## src/rtl/lockmon_pkg.sv

```systemverilog
package lockmon_pkg;

    typedef enum logic [0:0] {
        LM_TRACK = 1'b0,
        LM_HUNT  = 1'b1
    } lm_state_e;

    typedef struct packed {
        logic vld;
        logic dec_err;
        logic par_err;
    } lm_word_s;

    function automatic logic word_is_bad(lm_word_s w);
        return w.dec_err | w.par_err;
    endfunction

endpackage

```

## src/rtl/lm_density_filter.sv

```systemverilog
module lm_density_filter
    import lockmon_pkg::*;
#(
    parameter int unsigned MAX_LEVEL = 16
) (
    input  logic     clk,
    input  logic     rst,
    input  logic     en,
    input  logic     clr,
    input  lm_word_s word,
    output logic     trip_o
);
    localparam int unsigned LW = $clog2(MAX_LEVEL + 1);
    localparam logic [LW-1:0] TRIP_AT = LW'(MAX_LEVEL - 1);

    logic [LW-1:0] level;
    logic          bad;
    logic          step_up;
    logic          step_dn;

    always_comb begin
        bad     = word_is_bad(word);
        step_up = en && word.vld && bad;
        step_dn = en && word.vld && !bad && (level != '0);
        trip_o  = step_up && (level == TRIP_AT);
    end

    always_ff @(posedge clk) begin
        if (rst || clr) begin
            level <= '0;
        end else if (step_up) begin
            level <= level + 1'b1;
        end else if (step_dn) begin
            level <= level - 1'b1;
        end
    end

    // a bad word while tracking raises the level by one
    a_r2_rise: assert property (@(posedge clk) disable iff (rst)
        (en && !clr && word.vld && (word.dec_err || word.par_err))
        |=> level == $past(level) + 1'b1);

    // clean word at zero keeps the level at zero
    a_r4_floor: assert property (@(posedge clk) disable iff (rst)
        (en && !clr && word.vld && !word.dec_err && !word.par_err && level == '0)
        |=> level == '0);

    // no strobe, no change
    a_r5_idle: assert property (@(posedge clk) disable iff (rst)
        (!word.vld && !clr) |=> $stable(level));

    // level frozen while searching
    a_r7_frozen: assert property (@(posedge clk) disable iff (rst)
        (!en && !clr) |=> $stable(level));

endmodule

```

## src/rtl/lm_search_timer.sv

```systemverilog
module lm_search_timer #(
    parameter int unsigned SEARCH_TIMEOUT = 64
) (
    input  logic clk,
    input  logic rst,
    input  logic run,
    output logic expire_o
);
    localparam int unsigned TW = $clog2(SEARCH_TIMEOUT);
    localparam logic [TW-1:0] LAST = TW'(SEARCH_TIMEOUT - 1);

    logic [TW-1:0] cnt;

    always_ff @(posedge clk) begin
        if (rst || !run) begin
            cnt      <= '0;
            expire_o <= 1'b0;
        end else if (cnt == LAST) begin
            cnt      <= '0;
            expire_o <= 1'b1;
        end else begin
            cnt      <= cnt + 1'b1;
            expire_o <= 1'b0;
        end
    end

    // the reset request is a single-cycle pulse
    a_r9_single: assert property (@(posedge clk) disable iff (rst)
        expire_o |=> !expire_o);

endmodule

```

## src/rtl/lock_density_monitor.sv

```systemverilog
module lock_density_monitor
    import lockmon_pkg::*;
#(
    parameter int unsigned MAX_LEVEL      = 16,
    parameter int unsigned SEARCH_TIMEOUT = 64
) (
    input  logic clk,
    input  logic rst,
    input  logic word_vld,
    input  logic dec_err,
    input  logic par_err,
    input  logic boundary_found,
    output logic lock_o,
    output logic hunt_req_o,
    output logic cdr_reset_o
);
    lm_state_e state;
    lm_word_s  word;
    logic      trip;
    logic      relock;
    logic      expire;

    always_comb begin
        word.vld     = word_vld;
        word.dec_err = dec_err;
        word.par_err = par_err;
        relock       = (state == LM_HUNT) && boundary_found;
    end

    lm_density_filter #(.MAX_LEVEL(MAX_LEVEL)) filt_i (
        .clk    (clk),
        .rst    (rst),
        .en     (state == LM_TRACK),
        .clr    (relock),
        .word   (word),
        .trip_o (trip)
    );

    lm_search_timer #(.SEARCH_TIMEOUT(SEARCH_TIMEOUT)) tmr_i (
        .clk      (clk),
        .rst      (rst),
        .run      ((state == LM_HUNT) && !boundary_found),
        .expire_o (expire)
    );

    always_ff @(posedge clk) begin
        if (rst) begin
            state <= LM_TRACK;
        end else begin
            case (state)
                LM_TRACK: if (trip)           state <= LM_HUNT;
                LM_HUNT:  if (boundary_found) state <= LM_TRACK;
                default:                      state <= LM_TRACK;
            endcase
        end
    end

    always_comb begin
        lock_o      = (state == LM_TRACK);
        hunt_req_o  = (state == LM_HUNT);
        cdr_reset_o = expire;
    end

    // search is held until a boundary is reported
    a_r6_hold: assert property (@(posedge clk) disable iff (rst)
        (hunt_req_o && !boundary_found) |=> (hunt_req_o && !lock_o));

    // boundary found during search restores lock
    a_r8_relock: assert property (@(posedge clk) disable iff (rst)
        (hunt_req_o && boundary_found) |=> (lock_o && !hunt_req_o));

    // clock-recovery reset only while searching
    a_r9_in_hunt: assert property (@(posedge clk) disable iff (rst)
        cdr_reset_o |-> hunt_req_o);

    // relock suppresses a coincident timer expiry
    a_r10_prio: assert property (@(posedge clk) disable iff (rst)
        (hunt_req_o && boundary_found) |=> !cdr_reset_o);

endmodule

```

## config.mk

```make
export PLATFORM = sky130hd
export DESIGN_NAME = lock_density_monitor
export DESIGN_NICKNAME = d
export VERILOG_FILES = /design/src/rtl/lockmon_pkg.sv /design/src/rtl/lm_density_filter.sv /design/src/rtl/lm_search_timer.sv /design/src/rtl/lock_density_monitor.sv
export SDC_FILE = /design/constraint.sdc
export NUM_CORES = 1
export LEC_CHECK = 0
export BUFFER_PORTS_ARGS = -buffer_cell sky130_fd_sc_hd__buf_2
export CORE_ASPECT_RATIO = 1.25
export CORE_MARGIN = 5
export CORE_UTILIZATION = 44
export DETAILED_ROUTE_END_ITERATION = 8
export GPL_TIMING_DRIVEN = 0
export MAX_ROUTING_LAYER = met4
export PLACE_DENSITY = 0.69
export SYNTH_ARGS = -nofsm -noshare
export SYNTH_HDL_FRONTEND = slang
export SYNTH_HIERARCHICAL = 1
export SYNTH_SLANG_ARGS = --single-unit
```

## constraint.sdc

```tcl
create_clock -name clk -period 4.3 [get_ports clk]
set_input_delay 0.86 -clock clk [delete_from_list [all_inputs] [get_ports clk]]
set_output_delay 0.86 -clock clk [all_outputs]
set_load 0.03 [all_outputs]
```

==> results.toml, run 1 <==
[status]
run_status = "completed"

[placement]
placement.io_buffers = 8
globalplace.congestion = 0.751
post-place-ws_ns = 1.91
placement_stage_cell_area_um2 = 800
detailedPlacementHpwl_um = 984
place_inst = 104

[layout]
antennaDiodeCount = 0
area.growth.synth_to_final_pct = 12.1
final-instance-count-excl-fill = 108
final_cell_area_um2 = 826
fraction_of_layout_cells_with_a_size_suffix_above_1_pct = 23.3
fin_util_pct = 52.2
finalNetCount = 102

[clock_tree]
cts_sinks = 13
htreeDepth = 1
cts_setup_buffers = 0
post_cts_resized = 0
root_buffer = "clkbuf_4"
clkTransAtPathRegs_ns = 0.08
cts-buffers-inserted = 3
maximum_clock_path_buffer_count = 2
post_cts_hold_buffer_count = 0
worst_skew_pair.late_latency_ns = 0.27
clock_tree_from_tritoncts = "built"

[sta]
grt_setup_unrepaired = "no"
post-route-worst-setup-slack_ns = 2.19
timing.final.setup_violations = 0
max-slew-margin-rel_pct = 75.4
finalSetupTns_ns = 0
final.min_clock_period_ns = 2.11
final-max-slew-violation-count = 0
final.period_utilization_pct = 49.0
fin_worst_skew_ns = 0.00658
report.final.hold_viol_count = 0
fmax_ghz = 0.475
worst_slew_pin_slew_ns = 0.364

[worst_setup_path]
setup.worst_path.start_class = "input pin"
cp_data_arrival_time_ns = 2.26
worstPathBufferInverterCount = 2
critPathKind = "input pin to register"
cells_traversed_along_the_worst_timing_path = "buf_2, o211a_1, inv_1, ha_1, a21o_2, a21oi_1, xor2_1, o22ai_1"
largest_incremental_delay_on_the_critical_path_ns = 0.26
reg2reg_setup_slack_ns = 2.51
critical_path.endpoint_type = "register"
crit_path_top_delay_cell = "o211a_1"
timing.critical_path.max_delay_family = "compound AO/OA/AOI/OAI gates"
cp_max_fo = 4
worstPathRequired_ns = 4.45

[synth]
postSynthRegisterBits = 13
synth-async-reset-ratio_pct = 0
yosysSeqAreaShare_pct = 35.3
synth_enable_flop_cells = 0
netlist_top_cells_area = "dfxtp_1, ha_1, a21oi_1, nand2_1, xor2_1"
syn-instance-count = 78
post-synth-top-area-fraction_pct = 35.3
synth_area_um2 = 737
ys.flop_type = "dfxtp_1"
synth_area_leader_cell = "dfxtp_1"
synth_most_common_cell = "dfxtp_1"
syn_area_per_cell_um2 = 9.45
ys.warnings.count = 6
synth_common_cells = "dfxtp_1, nand2_1, a21oi_1, nor2_1"
syn_nets = 89
yosysUniqueCellTypes = 35

[die]
placement_rows = 16
floorplan.initialDensity_pct = 46.6
die_y_um = 55.8
floorplan.io_pins = 9
die_area_mm2 = 0.00260
core_region_area_mm2 = 0.00158
die_width_um = 46.6

[global_route]
grt_pass1_wl_um = 2330
initial_antenna_violation_count = 0
grt_start_max_net_pins = 8
grt-ovfl-total = 0
grt_util_all_layers_pct = 11.7
first_global_vias = 586

[power_and_ir_drop]
total_leakage_power_uw = 0.000342
power.density_mw_per_mm2 = 339
peak_ir_drop_on_the_vdd_network_mv = 0.195

[drt]
drt_pre_antenna_iters = 4
drt_iter0_markers = 20
final_antenna_net_count = 0
drc_errors = 0
detail_routed_net_length_per_standard_cell_um = 11.3
routed_wl_um = 1220
post_drt_via_cell_ratio = 5.51
vias = 595

[min_path]
worst_hold_path_type = "register to register"

[job]
max_cap_viol_count = 0
-- path summary, 6_finish.rpt --
kind	from	end	cells past startpoint
worst max-delay path	par_err	filt_i/level[3]	8
worst min-delay path	tmr_i/cnt[5]	tmr_i/expire_o	2
worst max register to register	hunt_req_o	filt_i/level[3]	8
worst min register to register	tmr_i/cnt[5]	tmr_i/expire_o	2
-- report_power, final --
part	internal, uW	switching [uW]
sequential	128	12.9
combinational	34.7	31.2
clock	35.8	38.0
-- flip-flops by register name (all words and copies together), names as in the netlist --
signal / count
filt_i/level: 5
tmr_i/expire_o: 1
tmr_i/cnt: 6
hunt_req_o: 1
-- metrics by stage --
stage                     hold slack (ns)  power (uW)
after global placement              0.465         208
after floorplan                     0.441         196
after global routing                0.529         301
after CTS                           0.492         284
final                               0.484         280
after detailed placement            0.474         209
-- worst reg2reg max path, delay by kind of cell (launching register included) --
family	cells	cell delay (ns)
adder cells (fa/ha/maj)	1	0.28
buffers and inverters	2	0.21
AO/OA/AOI/OAI	4	0.68
XOR/XNOR	1	0.16
flip-flops	1	0.34
-- cells by family after synthesis --
group | Yosys count | synth area share (%)
fa+ha+maj | 5 | 9.51
simple gates | 35 | 29.2
buf+inv | 3 | 1.53
compound gates | 15 | 15.8
flops | 13 | 35.3
xor+xnor | 5 | 5.94
mux | 2 | 2.72
-- per-layer routing --
layer / GRT usage [%] / vias up / part of all wire, %
met4: 6.10 / 0 / 1.6
met5: - / - / 0
met3: 0 / 2 / 2.5
met2: 16.7 / 12 / 48
li1: - / 303 / -
met1: 16.3 / 278 / 48
-- layout by cell type (no fill, tap or decap), types with 2 or more instances in the layout --
cell       n
nor2_1     6
nand2_1    7
nor3_1     3
and2b_1    2
dfxtp_1   13
xor2_1     3
mux2i_1    2
clkbuf_4   3
xnor2_1    2
inv_1      3
a21oi_1    6
buf_2      8
ha_1       4
nand3_1    4
-- cell type report --
cell class                 instances  area (um2)
clock buffer                       4        26.3
fill                             150         756
inverter                           3        11.3
multi-input combinational         62         465
sequential                        13         260
tap                               18        22.5
timing repair buffer               8        40.0
Power figures use the tool's default switching activity.
==> run 2: changes to the inputs <==
Settings changed: PLACE_DENSITY 0.69 to 0.72.
Clock period 4.3 ns to 1.7 ns, I/O delays scaled along.
==> run 2 against run 1 <==
- worst hold slack worse by 0.16 ns
- worst setup slack worse by 2.1 ns
- count of clock-buffer cells in the layout stayed put
- clock skew is 0.0059 ns lower
==> results.toml, run 2 (synthesis gave the netlist of run 1 again) <==
[sta]
final-max-slew-violation-count = 0
grt_setup_unrepaired = "no"
fmax_ghz = 0.627
timing.final.setup_violations = 0
final.min_clock_period_ns = 1.60
fin_worst_skew_ns = 0.000722
finalSetupTns_ns = 0
report.final.hold_viol_count = 0
max-slew-margin-rel_pct = 73.1
worst_slew_pin_slew_ns = 0.398
final.period_utilization_pct = 93.9

[placement]
placement.io_buffers = 8
detailedPlacementHpwl_um = 1080
place_inst = 104
globalplace.congestion = 0.830
placement_stage_cell_area_um2 = 812

[power_and_ir_drop]
power.density_mw_per_mm2 = 851
peak_ir_drop_on_the_vdd_network_mv = 0.595
total_leakage_power_uw = 0.000342

[layout]
layout.cells.most_common_list = "dfxtp_1, buf_2, nand2_1, nor2_1, a21oi_1"
finalNetCount = 102
fraction_of_layout_cells_with_a_size_suffix_above_1_pct = 34.4
largest_registers = "tmr_i/cnt (6), filt_i/level (5)"
fin_util_pct = 56.1
final.fill_count = 149
antennaDiodeCount = 0
area.growth.synth_to_final_pct = 20.4
largest_register_ff_count = 6
final-instance-count-excl-fill = 108
mostFrequentLayoutCell = "dfxtp_1"
final_cell_area_um2 = 887
register_with_the_most_flip_flops = "tmr_i/cnt"

[job]
max_cap_viol_count = 0

[drt]
detail_routed_net_length_per_standard_cell_um = 13.2
route.met2.wl_um = 729
drt_pre_antenna_iters = 4
route.layer.met1.wl_um = 597
post_drt_via_cell_ratio = 5.56
routed_wl_um = 1430
routed-wl-met3_um = 90
top_routing_layer_used = "met4"
final_antenna_net_count = 0
drc_errors = 0
drt_iter0_markers = 9
vias = 600

[worst_setup_path]
setup.worst_path.start_class = "register"
critPathKind = "register to register"
critical_path.endpoint_type = "register"
cp_data_arrival_time_ns = 1.75
worstPathRequired_ns = 1.86
cells_traversed_along_the_worst_timing_path = "inv_6, o211a_4, inv_6, ha_1, a21o_2, a21oi_2, xor2_1, o22ai_1"
timing.critical_path.mode_cell = "inv_6"
cp_max_fo = 5
worstPathBufferInverterCount = 2
crit_path_top_delay_cell = "dfxtp_4"
timing.critical_path.max_delay_family = "compound AO/OA/AOI/OAI gates"
largest_incremental_delay_on_the_critical_path_ns = 0.37

[clock_tree]
clkTransAtPathRegs_ns = 0.07
maximum_clock_path_buffer_count = 2
worst_skew_pair.late_latency_ns = 0.27
post_cts_hold_buffer_count = 0
htreeDepth = 1
clock_tree_from_tritoncts = "built"
cts-buffers-inserted = 3
cts_sinks = 13
root_buffer = "clkbuf_4"

[global_route]
grt-ovfl-total = 0
grt_start_max_net_pins = 8
grt_pass1_wl_um = 2570
initial_antenna_violation_count = 0
grt_util_all_layers_pct = 13.5
first_global_vias = 613

[die]
die_area_mm2 = 0.00260
die_width_um = 46.6
placement_rows = 16
core_region_area_mm2 = 0.00158
die_y_um = 55.8
floorplan.io_pins = 9
floorplan.initialDensity_pct = 46.6

[min_path]
worst_hold_path_type = "input pin to register"

[status]
run_status = "completed"
run 2: final timing paths:
check	startpoint	slack (ns)	endpoint	depth (start not counted)
max	hunt_req_o	0.10	filt_i/level[3]	8
min	rst	0.33	filt_i/level[2]	2
max reg2reg	hunt_req_o	0.10	filt_i/level[3]	8
min reg2reg	tmr_i/cnt[0]	0.48	tmr_i/cnt[0]	1
run 2: per-layer routing:
layer,GRT usage [%],up-vias
li1,-,304
met1,15.9,280
met2,20.5,14
met3,4.85,2
met4,4.88,0
met5,-,-
run 2: worst register-to-register path: stages, from the launching register on:
cell and delay [ns]:
dfxtp_4 0.37, inv_6 0.06, o211a_4 0.18, inv_6 0.05, ha_1 0.26, a21o_2 0.19, a21oi_2 0.12, xor2_1 0.16
o22ai_1 0.09
run 2: cell type report:
cell class              count  area, um2  area share (%)
flip-flops and latches     13        264            29.8
repair buffers              8       40.0            4.51
clock buffers               4       26.3            2.96
well taps                  18       22.5            2.54
multi-input cells          62        513            57.8
inverters                   3       21.3            2.40
run 2: power breakdown:
group	internal, uW	switching [uW]
Sequential	321	38.4
Clock	90.9	95.8
Combinational	112	96.2
Total	525	230
run 2: what timing repair did:
| action | CTS | global route |
|---|---|---|
| pin swaps | 0 | 7 |
| setup endpoints to repair | 3 | 3 |
| cloned | 0 | 0 |
| gates resized for setup | 2 | 6 |
| buffers inserted | 0 | 0 |
run 2: metrics by stage:
| stage | hold WS [ns] | total power [uW] | worst slack (ns) |
|---|---|---|---|
| 6_report | 0.327 | 755 | 0.104 |
| 5_1_grt | 0.320 | 811 | 0.0163 |
| 4_1_cts | 0.324 | 735 | 0.0397 |
| 3_5_place_dp | 0.476 | 539 | -0.116 |
| 3_3_place_gp | 0.459 | 532 | -0.0952 |
| 2_1_floorplan | 0.416 | 500 | 0.00185 |
